`src/rtl/acc_rot_pkg.sv`:
```
package acc_rot_pkg;

  localparam int ACC_W = 8;
  localparam int NIB_W = ACC_W / 2;

  typedef enum logic [2:0] {
    OP_ROR   = 3'd0,
    OP_ROL   = 3'd1,
    OP_RORC  = 3'd2,
    OP_ROLC  = 3'd3,
    OP_DIGR  = 3'd4,
    OP_DIGL  = 3'd5,
    OP_RSV6  = 3'd6,
    OP_RSV7  = 3'd7
  } rot_op_e;

  typedef struct packed {
    logic             cy;
    logic [ACC_W-1:0] acc;
  } bit_res_t;

  typedef struct packed {
    logic [ACC_W-1:0] acc;
    logic [ACC_W-1:0] mem;
  } dig_res_t;

  function automatic logic op_is_digit(rot_op_e o);
    return (o == OP_DIGR) || (o == OP_DIGL);
  endfunction

  // One-bit rotates; reserved codes pass the operands through.
  function automatic bit_res_t bit_rotate(rot_op_e o, logic [ACC_W-1:0] a, logic c);
    bit_res_t r;
    case (o)
      OP_ROR:  begin r.acc = {a[0], a[ACC_W-1:1]};  r.cy = a[0];       end
      OP_ROL:  begin r.acc = {a[ACC_W-2:0], a[ACC_W-1]}; r.cy = a[ACC_W-1]; end
      OP_RORC: begin r.acc = {c, a[ACC_W-1:1]};     r.cy = a[0];       end
      OP_ROLC: begin r.acc = {a[ACC_W-2:0], c};     r.cy = a[ACC_W-1]; end
      default: begin r.acc = a;                     r.cy = c;          end
    endcase
    return r;
  endfunction

  // Nibble cycling between the accumulator low digit and a memory byte.
  function automatic dig_res_t digit_rotate(rot_op_e o, logic [ACC_W-1:0] a, logic [ACC_W-1:0] m);
    dig_res_t r;
    if (o == OP_DIGL) begin
      r.acc = {a[ACC_W-1:NIB_W], m[ACC_W-1:NIB_W]};
      r.mem = {m[NIB_W-1:0], a[NIB_W-1:0]};
    end else begin
      r.acc = {a[ACC_W-1:NIB_W], m[NIB_W-1:0]};
      r.mem = {a[NIB_W-1:0], m[ACC_W-1:NIB_W]};
    end
    return r;
  endfunction

endpackage

```
`src/rtl/acc_rot_seq.sv`:
```
module acc_rot_seq #(
  parameter int BIT_CLKS      = 2,
  parameter int DIG_FAST_CLKS = 10,
  parameter int DIG_SLOW_CLKS = 12,
  parameter int RD_CYC        = 2
) (
  input  logic clk,
  input  logic rst_n,
  input  logic start,
  input  logic digit_req,
  input  logic fast_mem,
  output logic accept,
  output logic rd_strobe,
  output logic cap_strobe,
  output logic commit,
  output logic final_cyc,
  output logic dig_active
);

  localparam int MAXC_A  = (DIG_FAST_CLKS > DIG_SLOW_CLKS) ? DIG_FAST_CLKS : DIG_SLOW_CLKS;
  localparam int MAXC    = (MAXC_A > BIT_CLKS) ? MAXC_A : BIT_CLKS;
  localparam int CW      = $clog2(MAXC + 1);
  localparam int CAP_CYC = RD_CYC + 1;

  logic [CW-1:0] cnt_q, len_q, len_sel, cnt_nxt;
  logic          busy_q, dig_q;

  assign len_sel = digit_req ? (fast_mem ? CW'(DIG_FAST_CLKS) : CW'(DIG_SLOW_CLKS))
                             : CW'(BIT_CLKS);
  assign cnt_nxt    = cnt_q + CW'(1);
  assign accept     = start && !busy_q;
  assign final_cyc  = busy_q && (cnt_q == len_q);
  assign dig_active = busy_q && dig_q;
  assign rd_strobe  = dig_active && (cnt_q == CW'(RD_CYC));
  assign cap_strobe = dig_active && (cnt_q == CW'(CAP_CYC));
  assign commit     = accept ? (len_sel == CW'(2))
                             : (busy_q && !final_cyc && (cnt_nxt == len_q));

  always_ff @(posedge clk or negedge rst_n) begin
    if (!rst_n) begin
      busy_q <= 1'b0;
      dig_q  <= 1'b0;
      cnt_q  <= '0;
      len_q  <= '0;
    end else if (accept) begin
      busy_q <= 1'b1;
      dig_q  <= digit_req;
      cnt_q  <= CW'(2);
      len_q  <= len_sel;
    end else if (final_cyc) begin
      busy_q <= 1'b0;
    end else if (busy_q) begin
      cnt_q  <= cnt_nxt;
    end
  end

  AST_BIT_DONE_NEXT: assert property (@(posedge clk) disable iff (!rst_n)
    accept && !digit_req |=> final_cyc);
  AST_FINAL_ONE_CYCLE: assert property (@(posedge clk) disable iff (!rst_n)
    final_cyc |=> !final_cyc);
  AST_START_IGNORED: assert property (@(posedge clk) disable iff (!rst_n)
    busy_q && !final_cyc |=> busy_q && $stable(len_q) && $stable(dig_q));
  AST_SINGLE_READ: assert property (@(posedge clk) disable iff (!rst_n)
    rd_strobe |=> !rd_strobe && cap_strobe);

endmodule

```
`src/rtl/acc_rot_datapath.sv`:
```
module acc_rot_datapath
  import acc_rot_pkg::*;
(
  input  logic             clk,
  input  logic             rst_n,
  input  logic             accept,
  input  logic             commit,
  input  logic             cap_strobe,
  input  logic             final_cyc,
  input  rot_op_e          op_in,
  input  logic [ACC_W-1:0] acc_in,
  input  logic             cy_in,
  input  logic [ACC_W-1:0] mem_rdata,
  output logic [ACC_W-1:0] acc_out,
  output logic             cy_out,
  output logic [ACC_W-1:0] mem_wdata
);

  rot_op_e          op_q;
  logic [ACC_W-1:0] acc_q;
  logic             cy_q;
  dig_res_t         dres_q;
  bit_res_t         bres;
  logic             bit_commit, dig_commit;

  assign bres       = bit_rotate(op_in, acc_in, cy_in);
  assign bit_commit = commit && accept;
  assign dig_commit = commit && !accept;

  always_ff @(posedge clk or negedge rst_n) begin
    if (!rst_n) begin
      op_q   <= OP_ROR;
      acc_q  <= '0;
      cy_q   <= 1'b0;
      dres_q <= '0;
    end else begin
      if (accept) begin
        op_q  <= op_in;
        acc_q <= acc_in;
        cy_q  <= cy_in;
      end
      if (cap_strobe) dres_q <= digit_rotate(op_q, acc_q, mem_rdata);
    end
  end

  always_ff @(posedge clk or negedge rst_n) begin
    if (!rst_n) begin
      acc_out   <= '0;
      cy_out    <= 1'b0;
      mem_wdata <= '0;
    end else if (bit_commit) begin
      acc_out <= bres.acc;
      cy_out  <= bres.cy;
    end else if (dig_commit) begin
      acc_out   <= dres_q.acc;
      cy_out    <= cy_q;
      mem_wdata <= dres_q.mem;
    end
  end

  AST_DIGIT_KEEPS_HIGH_AND_CARRY: assert property (@(posedge clk) disable iff (!rst_n)
    final_cyc && op_is_digit(op_q) |->
      cy_out == cy_q && acc_out[ACC_W-1:NIB_W] == acc_q[ACC_W-1:NIB_W]);
  AST_OPERANDS_HELD: assert property (@(posedge clk) disable iff (!rst_n)
    cap_strobe |=> $stable(acc_q) && $stable(op_q));

endmodule

```
`src/rtl/acc_rot_unit.sv`:
```
module acc_rot_unit
  import acc_rot_pkg::*;
#(
  parameter int BIT_CLKS      = 2,
  parameter int DIG_FAST_CLKS = 10,
  parameter int DIG_SLOW_CLKS = 12
) (
  input  logic             clk,
  input  logic             rst_n,
  input  logic             start,
  input  logic [2:0]       op,
  input  logic [ACC_W-1:0] acc_in,
  input  logic             cy_in,
  input  logic             fast_mem,
  input  logic [ACC_W-1:0] mem_rdata,
  output logic [ACC_W-1:0] acc_out,
  output logic             cy_out,
  output logic             done,
  output logic             mem_re,
  output logic             mem_we,
  output logic [ACC_W-1:0] mem_wdata
);

  rot_op_e op_e;
  logic    digit_req, accept, rd_strobe, cap_strobe, commit, final_cyc, dig_active;

  assign op_e      = rot_op_e'(op);
  assign digit_req = op_is_digit(op_e);

  acc_rot_seq #(
    .BIT_CLKS      (BIT_CLKS),
    .DIG_FAST_CLKS (DIG_FAST_CLKS),
    .DIG_SLOW_CLKS (DIG_SLOW_CLKS),
    .RD_CYC        (2)
  ) u_seq (
    .clk        (clk),
    .rst_n      (rst_n),
    .start      (start),
    .digit_req  (digit_req),
    .fast_mem   (fast_mem),
    .accept     (accept),
    .rd_strobe  (rd_strobe),
    .cap_strobe (cap_strobe),
    .commit     (commit),
    .final_cyc  (final_cyc),
    .dig_active (dig_active)
  );

  acc_rot_datapath u_dp (
    .clk        (clk),
    .rst_n      (rst_n),
    .accept     (accept),
    .commit     (commit),
    .cap_strobe (cap_strobe),
    .final_cyc  (final_cyc),
    .op_in      (op_e),
    .acc_in     (acc_in),
    .cy_in      (cy_in),
    .mem_rdata  (mem_rdata),
    .acc_out    (acc_out),
    .cy_out     (cy_out),
    .mem_wdata  (mem_wdata)
  );

  assign done   = final_cyc;
  assign mem_re = rd_strobe;
  assign mem_we = final_cyc && dig_active;

  AST_WRITE_WITH_DONE: assert property (@(posedge clk) disable iff (!rst_n)
    mem_we |-> done);
  AST_NO_READ_AT_DONE: assert property (@(posedge clk) disable iff (!rst_n)
    mem_re |-> !done && !mem_we);
  AST_RESET_QUIET: assert property (@(posedge clk)
    !rst_n |-> !done && !mem_re && !mem_we && acc_out == '0);

endmodule

```
`config.mk`:
```
export PLATFORM = sky130hd
export DESIGN_NAME = acc_rot_unit
export DESIGN_NICKNAME = d
export VERILOG_FILES = /design/src/rtl/acc_rot_pkg.sv /design/src/rtl/acc_rot_seq.sv /design/src/rtl/acc_rot_datapath.sv /design/src/rtl/acc_rot_unit.sv
export SDC_FILE = /design/constraint.sdc
export NUM_CORES = 1
export LEC_CHECK = 0
export ABC_AREA = 1
export BUFFER_PORTS_ARGS = -buffer_cell sky130_fd_sc_hd__buf_2
export CORE_MARGIN = 3
export CORE_UTILIZATION = 50
export CTS_CLUSTER_DIAMETER = 120
export DETAILED_ROUTE_END_ITERATION = 16
export GPL_TIMING_DRIVEN = 0
export PLACE_DENSITY = 0.76
export SYNTH_ARGS = -nofsm -noshare
export SYNTH_HDL_FRONTEND = slang
export SYNTH_SLANG_ARGS = --single-unit
```
`constraint.sdc`:
```
create_clock -name clk -period 2.25 [get_ports clk]
set_input_delay 0.1125 -clock clk [delete_from_list [all_inputs] [get_ports clk]]
set_output_delay 0.1125 -clock clk [all_outputs]
set_load 0.01 [all_outputs]
```
==> flow_summary.yaml <==
job:
  maxCapViolCount: 0
yosys:
  synth_edf_count: 0
  syn_nets: 353
  ys_top_cells_by_count: "74 x nand2_1, 53 x dfrtp_1, 38 x inv_1, 21 x o21ai_0"
  synth_area_leaders: "dfrtp_1 48%, nand2_1 10%, inv_1 5.2%"
  synth_seq_cells: 53
  synth_top_area_cell: "dfrtp_1"
  netlist_area_um2: 2750
  synth_top_family_by_area: "simple AND/OR/NAND/NOR gates"
  synth_mux_area_share_pct: 0
  synth_flop_cell: "dfrtp_1"
  synth_cell_types: 33
  synth_simple_gate_area_share_pct: 24.2
  yosysSeqAreaShare_pct: 48.3
  synth_cells: 327
  synth_compound_area_share_pct: 17.0
  synthAdderAreaFrac_pct: 0.911
  synth_area_per_cell_um2: 8.40
  netlist.area_leader.share_pct: 48.3
  ys_warn_count: 0
  synthArstFlopShare_pct: 100
  yosysMostFrequentCell: "nand2_1"
  synth-xor-area-share_pct: 0.319
global_route:
  met1_usage_pct: 26.7
  use_met3_pct: 4.26
  grt_pass1_wl_um: 9940
  grt_max_degree: 54
  use_met2_pct: 32.5
  grt_pass1_vias: 2151
  antenna_found_initial: 0
  gr-total-overflow: 0
  busiest_layer: "met2"
  track_usage_pct: 19.8
sta:
  hold_violations: 0
  fin_skew_ns: 0.00668
  period_share_pct: 83.0
  relSlewSlack_pct: 22.6
  period_minus_slack_ns: 1.87
  maxSlewViolCount: 0
  rsz0062_at_grt: "no"
  finalSetupViolations: 0
  fin_setup_tns_ns: 0
  worst_slew_pin_slew_ns: 1.16
  fmax_ghz: 0.535
min_path:
  hold_path_class: "input port to asynchronous set/reset pin"
clock_network:
  clk_latency_ns: 0.31
  cts-root-buf: "clkbuf_8"
  clk_pin_slew_worst_paths_ns: 0.10
  cts_made_buffers: 5
  numClockSinks: 53
  postCtsSetupRepairBufs: 0
  htree_levels: 2
  postCtsHoldBufs: 0
  clk_path_buf_depth: 2
  cts_resized: 0
  tritoncts: "yes"
route:
  vias: 2336
  wl_per_cell_um: 13.5
  drc_errors: 0
  postRouteAntennaNets: 0
  dr.pass1.iters: 4
  viasPerCell: 5.21
  drt-initial-drc-count: 80
  drt_wl_total_um: 6030
floorplanning:
  die_h_um: 80.1
  io_pins: 44
  initial_core_util_pct: 52.8
  die_area_um2: 6420
  placementRows: 26
  core-area_um2: 5200
  die_width_um: 80.1
cells_and_area:
  regArea_um2: 1330
  nNetsFinal: 403
  multi_input_area_um2: 1170
  fill_cells: 475
  num_antenna_cells: 0
  drive_above_1_share_pct: 25.9
  stdcell_area_um2: 3170
  area_delta_synth_final_pct: 15.4
place:
  port_buffers: 43
  hpwl_um: 4500
  dpl_cell_area_um2: 3050
  gp_congestion: 0.927
critical_path:
  cp_max_fo: 9
  crit_type: "flop to flop"
  crit_arrival_ns: 2.12
  cp-start-kind: "flop"
  crit_required_ns: 2.50
  worst_r2r_path_depth: 10
  endpoint_kind: "flop"
power:
  peakVddDrop_mv: 0.695
  power_density_nw_per_um2: 1360
  p_leak_nw: 1.65
outcome:
  status: "finished, final reports clean"
## cell families (layout without fill, tap and decap cells)
logic type,count (synthesis),in the layout
and+or+nand+nor,136,136
adders and majority gates,2,2
AOI/OAI and AO/OA,79,79
xor gates and xnor gates,1,1
buffers and inverters,56,107
DFF,53,53
## area by class of cell
type,count,area share [%]
Multi-Input combinational cell,218,36.8
Clock buffer,6,2.60
Timing Repair Buffer,43,6.79
Buffer,11,2.64
Sequential cell,53,41.8
Clock inverter,2,1.18
Tap cell,70,2.76
Inverter,45,5.41
## final timing paths
kind                                    from                end  slack (ns)
min reg2reg                u_dp.mem_wdata[3]  u_dp.mem_wdata[3]        0.48
min in group clk                   acc_in[5]      u_dp.acc_q[5]        0.07
max                           u_seq.cnt_q[0]    u_dp.acc_out[1]        0.38
max reg2reg                   u_seq.cnt_q[0]    u_dp.acc_out[1]        0.38
min                                    rst_n  u_dp.mem_wdata[1]        0.03
max in group asynchronous              rst_n    u_dp.acc_out[4]        1.52
## routing by layer
layer  share of wire (%)  vias up
met5                   0        -
met1                  46     1090
met3                 5.2        2
li1                    -     1170
met2                  48       74
met4                0.51        0
## cells in the final DEF (no fill, tap or decap), drive strengths merged, types with 6 or more instances in the layout
master  synthesis  final
o211ai          6      6
o21ai          46     46
clkbuf          4     10
dfrtp          53     53
nand3          27     27
a21oi          13     13
nand2          86     86
inv            45     45
buf             7     50
nor2           20     20
o22ai          10     10
## worst max-delay path, cell delays in order (launching register included)
cell and delay (ns):
dfrtp_1 0.44, inv_1 0.08, ha_1 0.32, inv_1 0.05, nand2_1 0.06, nand3_1 0.14, inv_1 0.09, nand3_1 0.09
o21bai_2 0.36, nand2_1 0.11, nand2_1 0.08
## power breakdown
group | internal (W) | switching (W) | leakage (nW)
clock | 0.000362 | 0.000320 | 0.0574
sequential | 0.00140 | 0.000255 | 0.645
combinational | 0.000745 | 0.00122 | 0.943
total | 0.00251 | 0.00179 | 1.65
## through the flow
stage / total power (W) / util, % / setup WS, ns / hold slack (ns) / std cells
after floorplan: 0.00311 / - / 0.669 / -0.183 / 327
after global placement: 0.00358 / 58.6 / 0.436 / 0.376 / 440
after detailed placement: 0.00366 / 58.6 / 0.382 / 0.380 / 440
after CTS: 0.00434 / 60.9 / 0.366 / 0.0638 / 448
after global routing: 0.00467 / 60.9 / 0.221 / 0.0724 / 448
final: 0.00430 / 60.9 / 0.381 / 0.0309 / 448
## sequential cells by signal, summed over array words and instances (netlist names)
signal,flops
u_dp.acc_q,8
u_seq.busy_q,1
u_dp.cy_out,1
u_seq.cnt_q,4
u_dp.acc_out,8
u_dp.dres_q,16
u_dp.mem_wdata,8
u_dp.cy_q,1
u_dp.op_q,3
u_seq.len_q,3
Note: power is estimated with default switching activity, not from simulation.
